<file path="src/rtl/cap_pkg.sv">
package cap_pkg;
  typedef enum logic [1:0] {
    ST_WAIT = 2'd0,
    ST_CE   = 2'd1,
    ST_WR   = 2'd2,
    ST_DONE = 2'd3
  } cap_state_e;
endpackage

</file>
<file path="src/rtl/cap_sync.sv">
module cap_sync #(
  parameter int unsigned STAGES    = 2,
  parameter logic        RESET_VAL = 1'b0
) (
  input  logic clk,
  input  logic rst,
  input  logic d,
  output logic q
);
  logic [STAGES-1:0] chain;

  genvar i;
  generate
    for (i = 0; i < STAGES; i++) begin : g_stage
      always_ff @(posedge clk) begin
        if (rst) chain[i] <= RESET_VAL;
        else if (i == 0) chain[i] <= d;
        else chain[i] <= chain[(i == 0) ? 0 : i-1];
      end
    end
  endgenerate

  assign q = chain[STAGES-1];
endmodule

</file>
<file path="src/rtl/cap_tick_gen.sv">
module cap_tick_gen #(
  parameter int unsigned INT_DIV = 408_163
) (
  input  logic clk,
  input  logic rst,
  input  logic int_sel,
  input  logic ext_clk,
  output logic tick
);
  localparam int unsigned DIV_W = (INT_DIV > 1) ? $clog2(INT_DIV) : 1;
  localparam logic [DIV_W-1:0] DIV_LAST = DIV_W'(INT_DIV - 1);

  logic [DIV_W-1:0] div_cnt;
  logic             div_hit;
  logic             ext_s;
  logic             ext_prev;
  logic             ext_rise;

  cap_sync #(.STAGES(2), .RESET_VAL(1'b0)) u_ext_sync (
    .clk (clk),
    .rst (rst),
    .d   (ext_clk),
    .q   (ext_s)
  );

  assign div_hit  = (div_cnt == DIV_LAST);
  assign ext_rise = ext_s & ~ext_prev;

  always_ff @(posedge clk) begin
    if (rst) begin
      div_cnt  <= '0;
      ext_prev <= 1'b0;
      tick     <= 1'b0;
    end else begin
      div_cnt  <= div_hit ? '0 : div_cnt + 1'b1;
      ext_prev <= ext_s;
      tick     <= int_sel ? div_hit : ext_rise;
    end
  end
endmodule

</file>
<file path="src/rtl/cap_write_fsm.sv">
module cap_write_fsm
  import cap_pkg::*;
#(
  parameter int unsigned ADDR_W = 8,
  parameter int unsigned DATA_W = 8,
  parameter int unsigned CH_W   = 4
) (
  input  logic              clk,
  input  logic              rst,
  input  logic              tick,
  input  logic              trig,
  input  logic [CH_W-1:0]   ch,
  output logic [ADDR_W-1:0] addr,
  output logic              ce,
  output logic              we,
  output logic [DATA_W-1:0] wdata,
  output logic              ready
);
  localparam logic [ADDR_W-1:0] LAST_ADDR = {ADDR_W{1'b1}};
  localparam int unsigned       PAD_W     = DATA_W - CH_W;

  cap_state_e state;
  logic       armed;

  always_ff @(posedge clk) begin
    if (rst) begin
      state <= ST_WAIT;
      armed <= 1'b0;
      addr  <= '0;
      ce    <= 1'b0;
      we    <= 1'b0;
      wdata <= '0;
      ready <= 1'b0;
    end else begin
      if (trig && state != ST_DONE) armed <= 1'b1;
      case (state)
        ST_WAIT: begin
          if (armed && tick) begin
            wdata <= {{PAD_W{1'b0}}, ch};
            ce    <= 1'b1;
            state <= ST_CE;
          end
        end
        ST_CE: begin
          if (tick) begin
            we    <= 1'b1;
            state <= ST_WR;
          end
        end
        ST_WR: begin
          if (tick) begin
            we <= 1'b0;
            ce <= 1'b0;
            if (addr == LAST_ADDR) begin
              state <= ST_DONE;
              ready <= 1'b1;
              armed <= 1'b0;
            end else begin
              addr  <= addr + 1'b1;
              state <= ST_WAIT;
            end
          end
        end
        default: begin
          armed <= 1'b0;
        end
      endcase
    end
  end
endmodule

</file>
<file path="src/rtl/cap_ram.sv">
module cap_ram #(
  parameter int unsigned ADDR_W = 8,
  parameter int unsigned DATA_W = 8
) (
  input  logic              clk,
  input  logic              we,
  input  logic [ADDR_W-1:0] waddr,
  input  logic [DATA_W-1:0] wdata,
  input  logic [ADDR_W-1:0] raddr,
  output logic [DATA_W-1:0] rdata
);
  localparam int unsigned DEPTH = 1 << ADDR_W;

  logic [DATA_W-1:0] store [DEPTH];

  always_ff @(posedge clk) begin
    if (we) store[waddr] <= wdata;
    rdata <= store[raddr];
  end
endmodule

</file>
<file path="src/rtl/cap_host_port.sv">
module cap_host_port #(
  parameter int unsigned ADDR_W = 8,
  parameter int unsigned DATA_W = 8
) (
  input  logic              clk,
  input  logic              rst,
  input  logic              rd_mode,
  input  logic              rd_n,
  input  logic              wr_n,
  input  logic [ADDR_W-1:0] ad_i,
  input  logic [DATA_W-1:0] ram_rdata,
  output logic [ADDR_W-1:0] raddr,
  output logic [DATA_W-1:0] ad_o,
  output logic              ad_oe
);
  logic rd_s;
  logic wr_s;
  logic wr_prev;
  logic rd_active;

  cap_sync #(.STAGES(2), .RESET_VAL(1'b1)) u_rd_sync (
    .clk (clk), .rst (rst), .d (rd_n), .q (rd_s)
  );
  cap_sync #(.STAGES(2), .RESET_VAL(1'b1)) u_wr_sync (
    .clk (clk), .rst (rst), .d (wr_n), .q (wr_s)
  );

  assign rd_active = rd_mode & ~rd_s;

  always_ff @(posedge clk) begin
    if (rst) begin
      wr_prev <= 1'b1;
      raddr   <= '0;
      ad_o    <= '0;
      ad_oe   <= 1'b0;
    end else begin
      wr_prev <= wr_s;
      if (rd_mode && wr_prev && !wr_s) raddr <= ad_i;
      ad_oe <= rd_active;
      ad_o  <= rd_active ? ram_rdata : '0;
    end
  end
endmodule

</file>
<file path="src/rtl/capture_sequencer.sv">
module capture_sequencer #(
  parameter int unsigned ADDR_W  = 8,
  parameter int unsigned DATA_W  = 8,
  parameter int unsigned CH_W    = 4,
  parameter int unsigned INT_DIV = 408_163
) (
  input  logic              clk,
  input  logic              rst,
  input  logic              int_sel,
  input  logic              ext_clk,
  input  logic              trig,
  input  logic [CH_W-1:0]   ch,
  input  logic              rd_mode,
  input  logic              host_rd_n,
  input  logic              host_wr_n,
  input  logic [ADDR_W-1:0] host_ad_i,
  output logic [DATA_W-1:0] host_ad_o,
  output logic              host_ad_oe,
  output logic [ADDR_W-1:0] mem_addr,
  output logic              mem_ce,
  output logic              mem_we,
  output logic [DATA_W-1:0] mem_wdata,
  output logic              ready
);
  logic              tick;
  logic [ADDR_W-1:0] rd_addr;
  logic [DATA_W-1:0] rd_data;

  cap_tick_gen #(.INT_DIV(INT_DIV)) u_tick (
    .clk     (clk),
    .rst     (rst),
    .int_sel (int_sel),
    .ext_clk (ext_clk),
    .tick    (tick)
  );

  cap_write_fsm #(.ADDR_W(ADDR_W), .DATA_W(DATA_W), .CH_W(CH_W)) u_fsm (
    .clk   (clk),
    .rst   (rst),
    .tick  (tick),
    .trig  (trig),
    .ch    (ch),
    .addr  (mem_addr),
    .ce    (mem_ce),
    .we    (mem_we),
    .wdata (mem_wdata),
    .ready (ready)
  );

  cap_ram #(.ADDR_W(ADDR_W), .DATA_W(DATA_W)) u_ram (
    .clk   (clk),
    .we    (mem_we),
    .waddr (mem_addr),
    .wdata (mem_wdata),
    .raddr (rd_addr),
    .rdata (rd_data)
  );

  cap_host_port #(.ADDR_W(ADDR_W), .DATA_W(DATA_W)) u_host (
    .clk       (clk),
    .rst       (rst),
    .rd_mode   (rd_mode),
    .rd_n      (host_rd_n),
    .wr_n      (host_wr_n),
    .ad_i      (host_ad_i),
    .ram_rdata (rd_data),
    .raddr     (rd_addr),
    .ad_o      (host_ad_o),
    .ad_oe     (host_ad_oe)
  );
endmodule

</file>
<file path="config.mk">
export PLATFORM = sky130hd
export DESIGN_NAME = capture_sequencer
export DESIGN_NICKNAME = d
export VERILOG_FILES = /design/src/rtl/cap_pkg.sv /design/src/rtl/cap_sync.sv /design/src/rtl/cap_tick_gen.sv /design/src/rtl/cap_write_fsm.sv /design/src/rtl/cap_ram.sv /design/src/rtl/cap_host_port.sv /design/src/rtl/capture_sequencer.sv
export SDC_FILE = /design/constraint.sdc
export NUM_CORES = 1
export LEC_CHECK = 0
export CORE_AREA = 10 10 340 342
export CTS_CLUSTER_SIZE = 40
export DETAILED_ROUTE_END_ITERATION = 12
export DIE_AREA = 0 0 350 352
export PLACE_DENSITY = 0.52
export SLEW_MARGIN = 30
export SYNTH_ARGS = -nofsm -noshare
export SYNTH_HDL_FRONTEND = slang
export SYNTH_SLANG_ARGS = --single-unit
</file>
<file path="constraint.sdc">
create_clock -name clk -period 8.1 [get_ports clk]
set_input_delay 2.43 -clock clk [delete_from_list [all_inputs] [get_ports clk]]
set_output_delay 2.43 -clock clk [all_outputs]
set_load 0.02 [all_outputs]
</file>
==> impl_metrics.toml <==
[outcome]
status = "completed"

[yosys]
synth_seq_cells = 1087
yosys-top-cells-count = "edfxtp_1 (1024), nor2_1 (339), mux4_2 (225)"
synth_top_area_share = 0.7140
netlist_instances = 2364
ys_types = 60
syn_area_mm2 = 0.04307
synth-edff-count = 1024
synthArstFlopShare = 0
yosysSeqAreaShare = 0.7433
synth_largest_area_cell = "edfxtp_1"
ys_top_cells_by_area = "edfxtp_1 (71%), mux4_2 (12%), nor2_1 (3.0%)"
synth-main-ff-cell = "edfxtp_1"
syn_area_per_cell_um2 = 18.22
yosysMostFrequentCell = "edfxtp_1"
yosysWarnings = 0

[floorplanning]
io_pins = 48
dieArea_mm2 = 0.1232
coreArea_mm2 = 0.1086
die_w_um = 350
rows = 121
die_h_um = 352
initial_core_util = 0.3968

[worst_setup_path]
worstSetupPathType = "register to output pin"
required_ps = 5670
r2r_cells = 9
slowest_delay_ps = 900
cp_num_buf_inv = 1
startpoint_type = "register"
worst_path_max_delay_cell = "dfxtp_4"
crit_arrival_ps = 2330
rrSetupSlack_ps = 3890
crit_path_end_kind = "output pin"
cp_top_family = "flip-flops"
path_depth = 1
crit_chain = "clkdlybuf4s50_1"
crit_fanout = 72

[clock_tree]
cts_resized = 0
cts.clk_slew.worst_paths_ps = 60
cts_hold_buf = 0
clockBufferDepth = 3
clk_latency_ps = 690
cts_setup_buffers = 0
cts_tree = "built"
clockRootBuffer = "clkbuf_16"
cts_buffers = 111
cts_max_level = 3
clock-sinks = 1087

[global_routing]
grt_overflow = 0
grt_pass1_vias = 22653
grt_antenna_before_repair = 1
grt_max_degree = 201
grt_pass1_wl_mm = 161.0
gr-usage-all-layers = 0.1767

[final_layout]
drive_above_1_share = 0.1832
fin_util = 0.4463
fill_cells = 9261
diodes = 0
nets = 2441
synthToLayoutAreaGrowth_pct = 12.49

[drt]
wl_met3_mm = 7.329
wl_met1_mm = 48.00
maxUsedRoutingLayer = "met5"
avgRoutedWirePerCell_um = 28.16
dr_total_vias = 22152
drc = 0
dr.pass1.iters = 5
drt_iter0_drc = 2041
route.met2.wl_mm = 52.19
wl_mm = 110.1
antenna_left = 0
via_per_inst = 5.667

[timing]
finalCriticalPeriod_ps = 4762
worst_pin_slew_ps = 1008
skew_ps = 31.76
hold_viol_final = 0
max_slew_margin = 0.3256
tns_ps = 0
fmax_ghz = 0.2100
setup-violations-final = 0
period_share = 0.5879
rsz0062_at_grt = "no"
maxSlewViolCount = 0

[power]
power.switching_uw = 2228
internal_power_uw = 9053
power.density_mw_per_mm2 = 232.9
pwr-share-comb = 0.016
switching_share = 0.1975
p_leak_uw = 0.01457
vdd_drop_max_mv = 0.1829
power.share.sequential = 0.539
power_frac_clock = 0.445

[placement]
gp_congestion = 0.7878
portBuffers = 39
dp_hpwl_mm = 66.89

[min_path]
hold_path.class = "register to register"
hold_depth = 1

[job]
max-cap-violations = 0
power by group through the flow:
stage          logic, uW  clock network (uW)  registers [uW]
6_report             184                5020            6080
5_1_grt              197                5340            6070
3_3_place_gp         185                   0            6200
3_5_place_dp         187                   0            6200
2_1_floorplan        125                   0            6190
4_1_cts              187                5110            6080
state kept, by name (all words and copies together), names as in the netlist:
name	flops
u_host.ad_o	4
u_fsm.wdata	4
u_host.u_wr_sync.q	1
u_tick.tick	1
u_fsm.addr	8
u_fsm.ce	1
u_fsm.we	1
u_host.wr_prev	1
u_ram.rdata	4
u_host.u_wr_sync.chain	1
u_tick.div_cnt	19
u_host.u_rd_sync.q	1
u_host.raddr	8
u_tick.ext_prev	1
u_fsm.state	2
u_fsm.armed	1
u_tick.u_ext_sync.chain	1
u_host.ad_oe	1
u_host.u_rd_sync.chain	1
u_fsm.ready	1
u_tick.u_ext_sync.q	1
u_ram.store	1024
cells by family (layout without fill, tap and decap cells):
family	count (synthesis)	count (layout)	share of synthesized area
flip-flops	1087	1087	0.7433
AND/OR/NAND/NOR	550	550	0.05436
multiplexers	348	348	0.1465
AO/OA/AOI/OAI	180	180	0.02917
buffers and inverters	164	288	0.01880
XOR/XNOR	24	24	0.004881
adder cells (fa/ha/maj)	10	10	0.002905
other	1	8	0.00008707
cell usage in the layout (no fill, tap or decap), types with 12 or more instances in the layout:
| cell | netlist | layout |
|---|---|---|
| nor2b_1 | 18 | 18 |
| mux4_2 | 225 | 225 |
| xor2_1 | 13 | 13 |
| buf_4 | 28 | 35 |
| clkbuf_16 | 0 | 115 |
| dfxtp_1 | 63 | 54 |
| mux2i_1 | 113 | 113 |
| edfxtp_1 | 1024 | 1024 |
| nor2_1 | 339 | 339 |
| nand2_1 | 79 | 70 |
| clkinv_2 | 0 | 18 |
| clkbuf_1 | 76 | 21 |
| nand3_1 | 37 | 37 |
| o21ai_0 | 19 | 19 |
| o221ai_1 | 34 | 34 |
| and2_1 | 12 | 12 |
| o22ai_1 | 17 | 17 |
| a21oi_1 | 41 | 41 |
| a22oi_1 | 24 | 24 |
| nor3_1 | 19 | 19 |
| clkdlybuf4s50_1 | 0 | 39 |
| clkinv_1 | 0 | 23 |
stage by stage:
step	total power [uW]	std cells	setup slack (ps)	hold WS (ps)	cell area, um2
after floorplan	6319	2371	2144	389.5	43090
after global placement	6381	3711	3815	397.3	44860
after detailed placement	6383	3711	3788	406.2	44860
after CTS	11380	3908	3262	422.3	48410
after global routing	11620	3909	3227	433.3	48450
final	11280	3909	3338	410.5	48450
routing by layer:
metal	up-vias	global-route usage
li1	9496	-
met1	11705	0.2503
met2	794	0.2790
met3	155	0.03243
met4	2	0.04697
met5	-	0
path summary, 6_finish.rpt:
check / startpoint / to
worst max-delay path: u_fsm.wdata[1] / mem_wdata[1]
worst min-delay path: u_host.u_wr_sync.chain[0] / u_host.u_wr_sync.q
worst max register to register: u_host.raddr[1] / u_ram.rdata[1]
worst min register to register: u_host.u_wr_sync.chain[0] / u_host.u_wr_sync.q
cell type report:
type	count	area, um2	share of cell area
Timing Repair Buffer	80	754.5	0.01557
Multi-Input combinational cell	1120	10300	0.2126
Clock buffer	138	2984	0.06159
Inverter	11	41.29	0.0008523
Sequential cell	1087	32040	0.6613
Tap cell	1414	1769	0.03652
Clock inverter	59	563.0	0.01162
Power figures use the tool's default switching activity.
